**config.mk**
```make
export PLATFORM = sky130hd
export DESIGN_NAME = sadc_responder
export DESIGN_NICKNAME = d
export VERILOG_FILES = /design/src/rtl/sadc_pkg.sv /design/src/rtl/sadc_edge_sync.sv /design/src/rtl/sadc_frame_fsm.sv /design/src/rtl/sadc_shifter.sv /design/src/rtl/sadc_mux_dec.sv /design/src/rtl/sadc_responder.sv
export SDC_FILE = /design/constraint.sdc
export NUM_CORES = 1
export LEC_CHECK = 0
export ABC_AREA = 1
export BUFFER_PORTS_ARGS = -buffer_cell sky130_fd_sc_hd__buf_2
export CAP_MARGIN = 25
export CORE_AREA = 10 10 70 84
export DETAILED_ROUTE_END_ITERATION = 7
export DIE_AREA = 0 0 80 94
export PLACE_DENSITY = 0.67
export SLEW_MARGIN = 20
export SYNTH_ARGS = -nofsm -noshare
export SYNTH_HDL_FRONTEND = slang
export SYNTH_SLANG_ARGS = --single-unit
```
**constraint.sdc**
```tcl
create_clock -name clk -period 1.4 [get_ports clk]
set_clock_uncertainty 0.1 [all_clocks]
set_input_delay 0.14 -clock clk [delete_from_list [all_inputs] [get_ports clk]]
set_output_delay 0.14 -clock clk [all_outputs]
set_load 0.02 [all_outputs]
```
**src/rtl/sadc_pkg.sv**
```systemverilog
package sadc_pkg;

    typedef enum logic [2:0] {
        S_IDLE,
        S_HUNT,
        S_CFG,
        S_DUMMY,
        S_HOLD,
        S_NULL,
        S_DATA,
        S_PAD
    } frame_state_e;

endpackage

```
**src/rtl/sadc_edge_sync.sv**
```systemverilog
module sadc_edge_sync #(
    parameter int STAGES = 2
) (
    input  logic clk,
    input  logic rst_n,
    input  logic cs_n,
    input  logic sclk,
    input  logic din,
    output logic cs_act,
    output logic cs_rise,
    output logic cs_fall,
    output logic sclk_rise,
    output logic sclk_fall,
    output logic din_s
);
    localparam int W = 3;
    localparam logic [W-1:0] RST_VAL = 3'b100;

    logic [W*STAGES-1:0] chain;
    logic [W-1:0]        tap;
    logic                cs_prev;
    logic                sclk_prev;

    generate
        if (STAGES == 1) begin : g_one
            always_ff @(posedge clk or negedge rst_n) begin
                if (!rst_n) chain <= RST_VAL;
                else        chain <= {cs_n, sclk, din};
            end
        end else begin : g_many
            always_ff @(posedge clk or negedge rst_n) begin
                if (!rst_n) chain <= {STAGES{RST_VAL}};
                else        chain <= {chain[W*(STAGES-1)-1:0], cs_n, sclk, din};
            end
        end
    endgenerate

    assign tap = chain[W*STAGES-1 -: W];

    always_ff @(posedge clk or negedge rst_n) begin
        if (!rst_n) begin
            cs_prev   <= 1'b1;
            sclk_prev <= 1'b0;
        end else begin
            cs_prev   <= tap[2];
            sclk_prev <= tap[1];
        end
    end

    assign cs_act    = ~tap[2];
    assign cs_rise   = tap[2] & ~cs_prev;
    assign cs_fall   = ~tap[2] & cs_prev;
    assign sclk_rise = tap[1] & ~sclk_prev;
    assign sclk_fall = ~tap[1] & sclk_prev;
    assign din_s     = tap[0];

endmodule

```
**src/rtl/sadc_frame_fsm.sv**
```systemverilog
module sadc_frame_fsm
    import sadc_pkg::*;
#(
    parameter int NULL_BITS = 2
) (
    input  logic         clk,
    input  logic         rst_n,
    input  logic         cs_act,
    input  logic         cs_rise,
    input  logic         cs_fall,
    input  logic         sclk_rise,
    input  logic         sclk_fall,
    input  logic         din_s,
    input  logic         last_bit,
    output frame_state_e state,
    output logic         cfg_vld,
    output logic         cfg_sgl,
    output logic         cfg_odd,
    output logic         samp_req,
    output logic         conv_start,
    output logic         dout_en,
    output logic         load_msb,
    output logic         shift,
    output logic         pwr_dn
);
    localparam int NW = (NULL_BITS > 1) ? $clog2(NULL_BITS) : 1;
    localparam logic [NW-1:0] NULL_LAST = NW'(NULL_BITS - 1);

    frame_state_e   nxt;
    logic           cfg_cnt;
    logic [NW-1:0]  null_cnt;
    logic           b0_done;

    always_comb begin
        nxt      = state;
        load_msb = 1'b0;
        shift    = 1'b0;
        if (!cs_act) begin
            nxt = S_IDLE;
        end else begin
            unique case (state)
                S_IDLE:  nxt = S_HUNT;
                S_HUNT:  if (sclk_rise && din_s) nxt = S_CFG;
                S_CFG:   if (sclk_rise && cfg_cnt) nxt = S_DUMMY;
                S_DUMMY: if (sclk_rise) nxt = S_HOLD;
                S_HOLD:  if (sclk_fall) nxt = S_NULL;
                S_NULL: begin
                    if (sclk_fall && null_cnt == NULL_LAST) begin
                        nxt      = S_DATA;
                        load_msb = 1'b1;
                    end
                end
                S_DATA: begin
                    if (sclk_fall) begin
                        shift = 1'b1;
                        if (last_bit) nxt = S_PAD;
                    end
                end
                S_PAD:   nxt = S_PAD;
                default: nxt = S_IDLE;
            endcase
        end
    end

    always_ff @(posedge clk or negedge rst_n) begin
        if (!rst_n) state <= S_IDLE;
        else        state <= nxt;
    end

    always_ff @(posedge clk or negedge rst_n) begin
        if (!rst_n) begin
            cfg_vld    <= 1'b0;
            cfg_sgl    <= 1'b0;
            cfg_odd    <= 1'b0;
            cfg_cnt    <= 1'b0;
            null_cnt   <= '0;
            samp_req   <= 1'b0;
            conv_start <= 1'b0;
            dout_en    <= 1'b0;
            b0_done    <= 1'b0;
            pwr_dn     <= 1'b0;
        end else begin
            samp_req   <= 1'b0;
            conv_start <= 1'b0;
            if (!cs_act) begin
                cfg_vld  <= 1'b0;
                cfg_sgl  <= 1'b0;
                cfg_odd  <= 1'b0;
                cfg_cnt  <= 1'b0;
                null_cnt <= '0;
                dout_en  <= 1'b0;
            end else begin
                if (state == S_CFG && sclk_rise) begin
                    if (!cfg_cnt) begin
                        cfg_sgl <= din_s;
                        cfg_cnt <= 1'b1;
                    end else begin
                        cfg_odd  <= din_s;
                        cfg_vld  <= 1'b1;
                        samp_req <= 1'b1;
                    end
                end
                if (state == S_HOLD && sclk_fall) begin
                    conv_start <= 1'b1;
                    dout_en    <= 1'b1;
                end
                if (state == S_NULL && sclk_fall && null_cnt != NULL_LAST)
                    null_cnt <= null_cnt + 1'b1;
                if (state == S_DATA && sclk_rise && last_bit)
                    b0_done <= 1'b1;
            end
            if (cs_fall) begin
                b0_done <= 1'b0;
                pwr_dn  <= 1'b0;
            end else if (cs_rise && b0_done) begin
                pwr_dn <= 1'b1;
            end
        end
    end

    AST_OE_OFF_IDLE: assert property (@(posedge clk) disable iff (!rst_n)
        (state == S_IDLE) |-> !dout_en);
    AST_PULSE_SINGLE: assert property (@(posedge clk) disable iff (!rst_n)
        samp_req |=> !samp_req && !conv_start);
    AST_PULSE_EXCL: assert property (@(posedge clk) disable iff (!rst_n)
        $onehot0({samp_req, conv_start}));
    AST_PWRDN_DESELECT: assert property (@(posedge clk) disable iff (!rst_n)
        $rose(pwr_dn) |-> !cs_act);
    AST_CFG_FROZEN: assert property (@(posedge clk) disable iff (!rst_n)
        cfg_vld |=> (!cfg_vld || ($stable(cfg_sgl) && $stable(cfg_odd))));

endmodule

```
**src/rtl/sadc_shifter.sv**
```systemverilog
module sadc_shifter #(
    parameter int RES_W = 10
) (
    input  logic             clk,
    input  logic             rst_n,
    input  logic             frame_act,
    input  logic             res_win,
    input  logic             res_vld,
    input  logic [RES_W-1:0] res_data,
    input  logic             load_msb,
    input  logic             shift,
    output logic             dout,
    output logic             last_bit
);
    localparam int IW = (RES_W > 1) ? $clog2(RES_W) : 1;

    logic [RES_W-1:0] res_q;
    logic [IW-1:0]    idx;

    always_ff @(posedge clk or negedge rst_n) begin
        if (!rst_n) begin
            res_q <= '0;
            idx   <= '0;
            dout  <= 1'b0;
        end else if (!frame_act) begin
            res_q <= '0;
            idx   <= '0;
            dout  <= 1'b0;
        end else begin
            if (res_win && res_vld) res_q <= res_data;
            if (load_msb) begin
                dout <= res_q[RES_W-1];
                idx  <= IW'(RES_W - 1);
            end else if (shift) begin
                if (idx == '0) begin
                    dout <= 1'b0;
                end else begin
                    dout <= res_q[idx - IW'(1)];
                    idx  <= idx - IW'(1);
                end
            end
        end
    end

    assign last_bit = (idx == '0);

    AST_IDX_DOWN: assert property (@(posedge clk) disable iff (!rst_n)
        (frame_act && shift && !load_msb && idx != '0) |=> (idx == $past(idx) - IW'(1)));

endmodule

```
**src/rtl/sadc_mux_dec.sv**
```systemverilog
module sadc_mux_dec (
    input  logic       cfg_vld,
    input  logic       cfg_sgl,
    input  logic       cfg_odd,
    output logic [1:0] ain_pos,
    output logic [1:0] ain_neg,
    output logic       ain_neg_gnd
);
    always_comb begin
        ain_pos     = 2'b00;
        ain_neg     = 2'b00;
        ain_neg_gnd = 1'b0;
        if (cfg_vld) begin
            ain_pos = cfg_odd ? 2'b10 : 2'b01;
            if (cfg_sgl) ain_neg_gnd = 1'b1;
            else         ain_neg = cfg_odd ? 2'b01 : 2'b10;
        end
    end
endmodule

```
**src/rtl/sadc_responder.sv**
```systemverilog
module sadc_responder
    import sadc_pkg::*;
#(
    parameter int RES_W       = 10,
    parameter int NULL_BITS   = 2,
    parameter int SYNC_STAGES = 2
) (
    input  logic             clk,
    input  logic             rst_n,
    input  logic             cs_n,
    input  logic             sclk,
    input  logic             din,
    input  logic [RES_W-1:0] res_data,
    input  logic             res_vld,
    output logic             dout,
    output logic             dout_en,
    output logic             samp_req,
    output logic             conv_start,
    output logic [1:0]       ain_pos,
    output logic [1:0]       ain_neg,
    output logic             ain_neg_gnd,
    output logic             pwr_dn
);
    logic         cs_act, cs_rise, cs_fall, sclk_rise, sclk_fall, din_s;
    logic         last_bit, load_msb, shift;
    logic         cfg_vld, cfg_sgl, cfg_odd;
    logic         res_win;
    frame_state_e state;

    sadc_edge_sync #(.STAGES(SYNC_STAGES)) u_sync (
        .clk(clk), .rst_n(rst_n), .cs_n(cs_n), .sclk(sclk), .din(din),
        .cs_act(cs_act), .cs_rise(cs_rise), .cs_fall(cs_fall),
        .sclk_rise(sclk_rise), .sclk_fall(sclk_fall), .din_s(din_s)
    );

    sadc_frame_fsm #(.NULL_BITS(NULL_BITS)) u_fsm (
        .clk(clk), .rst_n(rst_n), .cs_act(cs_act), .cs_rise(cs_rise),
        .cs_fall(cs_fall), .sclk_rise(sclk_rise), .sclk_fall(sclk_fall),
        .din_s(din_s), .last_bit(last_bit), .state(state),
        .cfg_vld(cfg_vld), .cfg_sgl(cfg_sgl), .cfg_odd(cfg_odd),
        .samp_req(samp_req), .conv_start(conv_start), .dout_en(dout_en),
        .load_msb(load_msb), .shift(shift), .pwr_dn(pwr_dn)
    );

    assign res_win = (state == S_DUMMY) || (state == S_HOLD) || (state == S_NULL);

    sadc_shifter #(.RES_W(RES_W)) u_shift (
        .clk(clk), .rst_n(rst_n), .frame_act(cs_act), .res_win(res_win),
        .res_vld(res_vld), .res_data(res_data), .load_msb(load_msb),
        .shift(shift), .dout(dout), .last_bit(last_bit)
    );

    sadc_mux_dec u_dec (
        .cfg_vld(cfg_vld), .cfg_sgl(cfg_sgl), .cfg_odd(cfg_odd),
        .ain_pos(ain_pos), .ain_neg(ain_neg), .ain_neg_gnd(ain_neg_gnd)
    );

    AST_PAD_ZERO: assert property (@(posedge clk) disable iff (!rst_n)
        (state == S_PAD) |-> !dout);
    AST_MUX_DISJOINT: assert property (@(posedge clk) disable iff (!rst_n)
        ((ain_pos & ain_neg) == 2'b00) && !(ain_neg_gnd && (ain_neg != 2'b00)));
    AST_NO_DRIVE_HUNT: assert property (@(posedge clk) disable iff (!rst_n)
        (state == S_HUNT || state == S_CFG) |-> !dout_en);

endmodule

```
==> impl_metrics.yaml, run 1 <==
run_status:
  status: "finished with violations"
  violations: "setup timing"
sta:
  finalCritPeriodShare_pct: 103
  rsz0062_at_grt: "yes"
  drv_slew: 0
  max_freq_mhz: 696
  finalSetupTns_ns: -0.0891
  max_slew_margin_pct: 73.9
  hold_viol: 0
  worst_slack_ns: -0.0359
  tightest_slew_ns: 0.392
  finalSetupViolCount: 5
  fin_crit_ns: 1.44
place:
  postPlaceCellArea_sq_um: 2130
  dp.cells: 317
  hpwl_microns: 3090
  place.port_buffers: 25
  gp_congestion: 0.895
clock_tree:
  path_clk_slew_ns: 0.07
  cts_inserted_buffers: 5
  cts-root-buf: "clkbuf_8"
  clock_latency_ns: 0.30
  cts_tree: "yes"
  clk_path_buf_depth: 2
  cts.sinks: 36
  htreeDepth: 2
detailed_routing:
  viasPerCell: 4.94
  antenna_left: 0
  first_pass_iters: 4
  vias: 1720
  totalWireLength_microns: 4640
  dr.first_iter.drc_count: 100
  drc_errors: 0
  wire_per_inst_microns: 13.3
min_path:
  hold_depth: 3
  holdCritStartpoint: "res_data[6]"
  hold_path.class: "input pin to flip-flop"
  holdPathEnd: "u_shift.res_q[6]"
yosys:
  synth-seq-cells: 36
  synth_top_family_by_area: "simple AND/OR/NAND/NOR gates"
  ys_types: 31
  synth_compound_area_share_pct: 11.7
  synthAdderAreaFrac_pct: 0.670
  syn-cell-area_sq_um: 1870
  muxShareOfSynthArea_pct: 0
  synth_fp_nets: 248
  synth_xor_area_share_pct: 0
  synth-warning-count: 0
  synth-simple-area-share_pct: 28.7
  ys_seq_area_share_pct: 48.5
  synth_cells: 231
  synth.avg_cell_area_sq_um: 8.08
power:
  peakVddDrop_mv: 0.933
  leakagePower_nw: 1.25
  p_per_area_nw_per_um2: 1140
floorplanning:
  die_area_sq_um: 7520
  num_io_pins: 26
  fp.dieH_microns: 94
  die_w_microns: 80
  rows: 26
  start_util_pct: 44.1
  core_sq_um: 4230
setup_path:
  rr_startpoint: "u_sync.chain[4]"
  cp.arrival_ns: 1.56
  required_ns: 1.52
  worstSetupEndpointType: "flip-flop"
  worst-r2r-setup-slack_ns: -0.04
  cp_max_fo: 5
  critical_path_class: "flip-flop to flip-flop"
  worstSetupStartpointType: "flip-flop"
  reg2reg_depth: 8
  worstReg2RegEnd: "u_shift.idx[0]"
cells_and_area:
  fin_area_sq_um: 2590
  final_cell_mix: "nand2_1, dfrtp_1, nand3_1, buf_2, inv_1"
  syn_to_final_growth_pct: 38.7
  nFillCells: 397
  layout.nets: 308
  layout_commonest_cell: "nand2_1"
  drive_gt1_share_pct: 39.4
  n_antenna_cell: 0
  finalCoreUtilization_pct: 61.2
  final_cell_count_no_fill: 348
run:
  drv_cap: 0
global_routing:
  grt_pass1_wl_microns: 7590
  grt_max_degree: 21
  grt_pass1_vias: 1690
  overflow: 0
  antenna_found_initial: 0
  track_usage_pct: 12.6
[kinds of logic (layout without fill, tap and decap cells)]
kind of cell,after synthesis,count (layout)
simple gates,110,110
fa+ha+maj,1,1
buf+inv,45,106
compound gates,39,39
flops,36,36
[repair_timing]
action,in CTS,in global routing
hold buffers,13,0
resized for setup,8,33
endpoints found under the setup margin,7,21
setup buffers,4,4
endpoints found under the hold margin,35,0
pin swaps,3,7
cloned,0,2
[stage by stage]
stage | hold slack [ns] | setup WS (ns) | power (W)
after global routing | 0.0275 | -0.125 | 0.00314
after global placement | -0.0130 | -0.0262 | 0.00188
after floorplan | -0.256 | 0.00443 | 0.00170
after CTS | 0.00319 | -0.00495 | 0.00286
after detailed placement | -0.00592 | -0.0449 | 0.00188
final | 0.00622 | -0.0359 | 0.00295
[cell type report]
type                    instances  area (sq um)  area share (%)
clock buffers                   5          68.8            2.66
clock inverters                 3          42.5            1.64
inverters                      37           141            5.46
multi-input cells             150           900            34.8
flip-flops and latches         36           907            35.0
well taps                      56          70.1            2.71
repair buffers                 61           459            17.7
[synthesized netlist by cell type]
cell type | n | share of area (%)
nand2_1 | 42 | 8.4
dfrtp_1 | 33 | 44
nand3_1 | 32 | 8.6
inv_1 | 26 | 5.2
o21ai_0 | 18 | 4.8
nor2_1 | 15 | 3.0
inv_2 | 11 | 2.2
a21oi_1 | 10 | 2.7
nor2_2 | 4 | 1.3
nor2_4 | 4 | 2.4
o21ai_1 | 4 | 1.1
buf_2 | 3 | 0.80
buf_6 | 3 | 1.8
dfstp_2 | 3 | 4.2
nand2_2 | 3 | 1.0
nor3_1 | 3 | 0.80
nand3_2 | 2 | 1.1
nand4_1 | 2 | 0.67
a21oi_2 | 1 | 0.47
a22oi_1 | 1 | 0.40
a31oi_1 | 1 | 0.34
buf_1 | 1 | 0.20
clkbuf_1 | 1 | 0.20
ha_1 | 1 | 0.67
nand2_4 | 1 | 0.60
nand3b_1 | 1 | 0.40
o211ai_1 | 1 | 0.40
o21ai_2 | 1 | 0.47
o31ai_1 | 1 | 0.40
o31ai_2 | 1 | 0.67
or2_2 | 1 | 0.34
[worst max-delay path: stages, from the launching register on]
cell,delay [ns]
dfrtp_1,0.42
buf_6,0.13
nor2_4,0.14
nand2_4,0.09
nor2_4,0.16
nor2_4,0.06
nand2_4,0.09
o211ai_1,0.08
o21ai_1,0.09
[routing by layer]
metal	wire, microns	GRT usage, %
met5	0	0
met4	74	5.44
met3	220	4.02
met2	2460	21.9
met1	1890	13.6
[worst max-delay path by stage]
| stage | startpoint | endpoint | slack [ns] | cells after the start |
|---|---|---|---|---|
| 2_1_floorplan | u_shift.idx[0] | u_shift.dout | 0.004 | 9 |
| 3_3_place_gp | u_fsm.state[2] | u_shift.idx[1] | -0.03 | 7 |
| 3_5_place_dp | u_sync.chain[4] | u_fsm.state[1] | -0.04 | 9 |
| 4_1_cts | u_fsm.state[1] | u_fsm.state[1] | -0.005 | 9 |
| 5_1_grt | u_shift.idx[0] | u_fsm.state[2] | -0.12 | 8 |
| 6_report | u_sync.chain[4] | u_shift.idx[0] | -0.04 | 8 |
[state kept, by name, indices dropped and copies added, names as in the netlist, 3 cells and up]
signal	count
u_sync.chain	6
u_shift.res_q	10
u_fsm.state	3
u_shift.idx	4
[report_power, final]
group / internal (W) / leakage (nW) / switching, W
sequential: 0.00115 / 0.460 / 0.0000976
clock: 0.000526 / 0.0541 / 0.000383
combinational: 0.000343 / 0.737 / 0.000457
Power figures use the tool's default switching activity.
==> run 2, diff against run 1 <==
CORE_AREA = 10 10 90 108   (was 10 10 70 84)
DIE_AREA = 0 0 100 118   (was 0 0 80 94)
PLACE_DENSITY = 0.39   (was 0.67)
==> impl_metrics.yaml, run 2 (synthesis results as in run 1) <==
detailed_routing:
  first_pass_iters: 4
  viasPerCell: 4.34
  totalWireLength_microns: 4890
  antenna_left: 0
  vias: 1677
  dr.first_iter.drc_count: 36
  drc_errors: 0
  wire_per_inst_microns: 12.7
sta:
  rsz0062_at_grt: "yes"
  tightest_slew_ns: 0.402
  hold_ws_ns: 0.209
  max_freq_mhz: 694
  finalCritPeriodShare_pct: 103
  max_slew_margin_pct: 73.2
  worst_slack_ns: -0.0401
  finalSetupViolCount: 6
  drv_slew: 0
  finalSetupTns_ns: -0.132
  fin_crit_ns: 1.44
  hold_viol: 0
setup_path:
  required_ns: 1.48
  cp-endpoint: "u_shift.res_q[9]"
  worstSetupEndpointType: "flip-flop"
  cp_max_fo: 10
  worstSetupStartpointType: "flip-flop"
  slowest_delay_ns: 0.46
  rr_startpoint: "u_fsm.state[0]"
  worstReg2RegEnd: "u_shift.res_q[9]"
  cp_common_cell: "buf_4"
  worst-r2r-setup-slack_ns: -0.04
  crit_chain: "buf_4 > a21oi_4 > o21ai_4 > buf_4 > nand3_1 > o21ai_0"
  cp-startpoint: "u_fsm.state[0]"
  reg2reg_depth: 6
  cp.arrival_ns: 1.52
  critical_path_class: "flip-flop to flip-flop"
  critPathSlowestCell: "dfrtp_2"
global_routing:
  grt.busiest_layer: "met2"
  grt_use_met2_pct: 13.8
  track_usage_pct: 8.22
  overflow: 0
  use_met3_pct: 2.64
  grt_pass1_wl_microns: 8060
  met1_usage_pct: 9.20
  grt_pass1_vias: 1721
  antenna_found_initial: 0
  grt_max_degree: 22
floorplanning:
  die_w_microns: 100
  num_io_pins: 26
  rows: 35
  fp.dieH_microns: 118
  core_sq_um: 7580
  die_area_sq_um: 11800
  start_util_pct: 24.6
run_status:
  status: "finished with violations"
  violations: "setup timing"
run:
  drv_cap: 0
clock_tree:
  path_clk_slew_ns: 0.08
  htreeDepth: 2
  cts_inserted_buffers: 5
  clock_latency_ns: 0.29
  cts-root-buf: "clkbuf_8"
  cts.sinks: 36
  cts_tree: "yes"
  clk_path_buf_depth: 2
power:
  p_seq_share_pct: 42.5
  comb_power_share_pct: 30.8
  p_per_area_nw_per_um2: 1100
  p_clk_share_pct: 26.6
  leakagePower_nw: 1.26
  peakVddDrop_mv: 0.400
  intPower_w: 0.00196
  p_sw_w: 0.00100
  switching_share_pct: 33.8
cells_and_area:
  largest_register_ff_count: 10
  finalCoreUtilization_pct: 35.6
  reg_top3: "u_shift.res_q: 10 flops, u_sync.chain: 6 flops, u_shift.idx: 4 flops"
  fin_area_sq_um: 2700
  n_antenna_cell: 0
  nFillCells: 789
  final_cell_mix: "nand2_1, dfrtp_1, nand3_1, buf_2, inv_1"
  regMostFlops: "u_shift.res_q"
  layout_commonest_cell: "nand2_1"
  drive_gt1_share_pct: 41.2
  syn_to_final_growth_pct: 44.4
  layout.nets: 310
place:
  place.port_buffers: 25
  gp_congestion: 0.868
  postPlaceCellArea_sq_um: 2190
  hpwl_microns: 3400
  pre_cts_slack_ns: -0.0635
min_path:
  hold_path.class: "input pin to async pin"
==> run 2: cell types whose count changed in the layout (fill, tap and decap cells not counted), moves of 2 or more <==
cell,change
nand2_1,-3
nor2_1,-3
o21ai_1,+7
o21ai_0,-6
buf_12,+2
nand2_4,+2
nor2_2,+2
buf_6,-2
nor3_2,-2
==> run 2: critical path, delay by kind of cell, from the launching register on <==
kind                   cells  cell delay (ns)
buffers and inverters      2             0.34
DFF                        1             0.46
and+or+nand+nor            1             0.07
AOI/OAI and AO/OA          3             0.35
==> run 2: repair_timing <==
action / CTS / global route
endpoints found under the setup margin: 18 / 23
endpoints found under the hold margin: 28 / 0
hold buffers: 14 / 0
pin swaps: 2 / 16
cloned: 0 / 1
gates resized for setup: 9 / 52
setup buffers: 2 / 8
==> run 2: worst min-delay path by stage <==
stage | start | depth (start not counted) | slack (ns) | to
final | rst_n | 2 | 0.21 | u_shift.res_q[8]
after detailed placement | rst_n | 1 | -0.006 | u_fsm.conv_start
after floorplan | rst_n | 0 | -0.26 | u_fsm.b0_done
after global routing | rst_n | 2 | 0.22 | u_shift.res_q[9]
after CTS | rst_n | 2 | 0.21 | u_shift.res_q[9]
after global placement | rst_n | 1 | -0.007 | u_fsm.conv_start
==> run 2: power by group through the flow <==
stage	clock (W)	sequential, W	combinational (W)
2_1_floorplan	0	0.00123	0.000470
3_3_place_gp	0	0.00126	0.000641
3_5_place_dp	0	0.00126	0.000632
4_1_cts	0.000835	0.00125	0.000694
5_1_grt	0.000871	0.00128	0.00101
6_report	0.000788	0.00126	0.000912
==> run 2: metrics by stage <==
stage,total power (W),cells
4_1_cts,0.00278,377
2_1_floorplan,0.00170,231
3_5_place_dp,0.00189,353
3_3_place_gp,0.00190,353
5_1_grt,0.00316,386
6_report,0.00296,386
==> run 2: layout make-up <==
class                      count  area, sq um  area share (%)
clock inverter                 1         7.51           0.279
timing repair buffer          63          494            18.3
multi-input combinational    150          935            34.7
sequential                    36          908            33.7
tap                           92          115            4.27
clock buffer                   7         86.3            3.20
inverter                      37          149            5.52
==> run 2: metal layers <==
metal	share of wire (%)	up-vias
met5	0	-
met4	2.4	0
met3	5.1	13
met2	50	27
met1	42	765
li1	-	872
==> run 3, diff against run 2 <==
CORE_AREA = 10 10 74 88   (was 10 10 90 108)
DIE_AREA = 0 0 84 98   (was 0 0 100 118)
PLACE_DENSITY = 0.55   (was 0.39)
clock period = 1.7 ns   (was 1.4 ns; I/O delays follow)
==> impl_metrics.yaml, run 3 (synthesis results as in run 1) <==
min_path:
  holdPathEnd: "u_shift.res_q[0]"
  hold_depth: 3
  holdCritStartpoint: "res_data[0]"
  hold_path.class: "input pin to flip-flop"
cells_and_area:
  regMostFlops: "u_shift.res_q"
  syn_to_final_growth_pct: 18.6
  layout.nets: 283
  layout_commonest_cell: "nand2_1"
  largest_register_ff_count: 10
  drive_gt1_share_pct: 27.3
  reg_top3: "u_shift.res_q: 10 flops, u_sync.chain: 6 flops, u_shift.idx: 4 flops"
  final_cell_count_no_fill: 327
  n_antenna_cell: 0
  final_cell_mix: "nand2_1, nand3_1, dfrtp_1, inv_1, buf_2"
  finalCoreUtilization_pct: 45.8
sta:
  worst_slack_ns: 0.191
  drv_slew: 0
  max_freq_mhz: 663
  max_slew_margin_pct: 69.7
  tightest_slew_ns: 0.454
  rsz0062_at_grt: "no"
  finalSetupTns_ns: 0
  hold_viol: 0
  fin_crit_ns: 1.51
  finalCritPeriodShare_pct: 88.7
  finalSetupViolCount: 0
clock_tree:
  cts.sinks: 36
  path_clk_slew_ns: 0.08
  cts-root-buf: "clkbuf_8"
  clock_latency_ns: 0.29
  cts_tree: "yes"
  cts_inserted_buffers: 5
  clk_path_buf_depth: 2
  htreeDepth: 2
global_routing:
  overflow: 0
  antenna_found_initial: 0
  track_usage_pct: 10.5
  grt_pass1_wl_microns: 7250
  grt_pass1_vias: 1615
  grt_max_degree: 21
power:
  p_per_area_nw_per_um2: 972
  leakagePower_nw: 1.10
  peakVddDrop_mv: 0.346
detailed_routing:
  dr.max_layer_used: "met4"
  dr.first_iter.drc_count: 85
  drc_errors: 0
  vias: 1541
  met1_length_microns: 1680
  antenna_left: 0
  totalWireLength_microns: 3900
  dr_wl_met2_microns: 1900
  wl_met3_microns: 217
  viasPerCell: 4.71
  wire_per_inst_microns: 11.9
  first_pass_iters: 4
setup_path:
  critPathSlowestCell: "dfrtp_2"
  worst-r2r-setup-slack_ns: 0.19
  cp_max_fo: 6
  crit_chain: "inv_2 > ha_1 > nand2_1 > nor2_1 > nor2_1 > a21oi_1 > nand3_1 > a21oi_1"
  required_ns: 1.82
  worstSetupEndpointType: "flip-flop"
  worstReg2RegEnd: "u_fsm.state[2]"
  worstSetupStartpointType: "flip-flop"
  cp.arrival_ns: 1.63
  reg2reg_depth: 8
  rr_startpoint: "u_shift.idx[0]"
  critical_path_class: "flip-flop to flip-flop"
  slowest_delay_ns: 0.45
place:
  pre_cts_slack_ns: 0.174
  place.port_buffers: 25
  gp_congestion: 0.815
  dp.cells: 315
  hpwl_microns: 3040
run_status:
  status: "finished, final reports clean"
floorplanning:
  die_area_sq_um: 8230
  num_io_pins: 26
  core_sq_um: 4830
  die_w_microns: 84
  fp.dieH_microns: 98
  start_util_pct: 38.6
  rows: 28
run:
  drv_cap: 0
[run 3: cell count changes in the layout (fill, tap and decap cells not counted), sizes merged]
cell,change
inv,+1
clkinv,+1
clkbuf,-1
dlygate4sd3,-10
clkinvlp,-1
buf,-17
[run 3: final cells by class]
cell class / count / area (sq um)
Fill cell: 511 / 2620
Sequential cell: 36 / 906
Multi-Input combinational cell: 150 / 767
Timing Repair Buffer: 36 / 230
Inverter: 37 / 139
Clock buffer: 6 / 82.6
Tap cell: 60 / 75.1
Clock inverter: 2 / 13.8
[run 3: worst max-delay path by stage]
stage | from | slack, ns | to | cells past startpoint
after floorplan | u_shift.idx[0] | 0.21 | u_fsm.state[0] | 9
after global placement | u_shift.idx[0] | 0.21 | u_fsm.state[0] | 9
after detailed placement | u_shift.idx[0] | 0.17 | u_fsm.state[2] | 8
after CTS | u_shift.idx[0] | 0.17 | u_fsm.state[2] | 8
after global routing | u_shift.idx[0] | 0.01 | u_fsm.state[2] | 8
final | u_shift.idx[0] | 0.19 | u_fsm.state[2] | 8
[run 3: power by group]
group | internal, W | switching, W | total (W) | leakage, nW
combinational | 0.000184 | 0.000291 | 0.000475 | 0.591
sequential | 0.000941 | 0.0000861 | 0.00103 | 0.462
clock | 0.000331 | 0.000318 | 0.000649 | 0.0516
total | 0.00146 | 0.000695 | 0.00215 | 1.10
[run 3: routing by layer]
metal / vias to the layer above / track usage (%)
met5: - / 0
li1: 816 / -
met4: 0 / 5.55
met3: 8 / 3.49
met2: 30 / 17.7
met1: 687 / 11.5
[run 3: critical path: cells and delay by family, from the launching register on]
| kind | cells | cell delay, ns |
|---|---|---|
| buffers and inverters | 1 | 0.07 |
| flip-flops | 1 | 0.45 |
| AO/OA/AOI/OAI | 2 | 0.24 |
| adder cells (fa/ha/maj) | 1 | 0.17 |
| AND/OR/NAND/NOR | 4 | 0.40 |
[run 3: timing repair]
item,CTS,global route
endpoints found under the setup margin,0,2
buffers inserted,0,0
hold buffers,4,0
resized for setup,0,1
endpoints found under the hold margin,19,0
[run 3: through the flow]
stage | area, sq um | hold WS (ns) | total power, W
after floorplan | 1870 | -0.226 | 0.00139
after global placement | 2080 | 0.0464 | 0.00151
after detailed placement | 2080 | 0.0503 | 0.00152
after CTS | 2210 | 0.00355 | 0.00219
after global routing | 2210 | 0.0372 | 0.00231
final | 2210 | 0.0117 | 0.00215
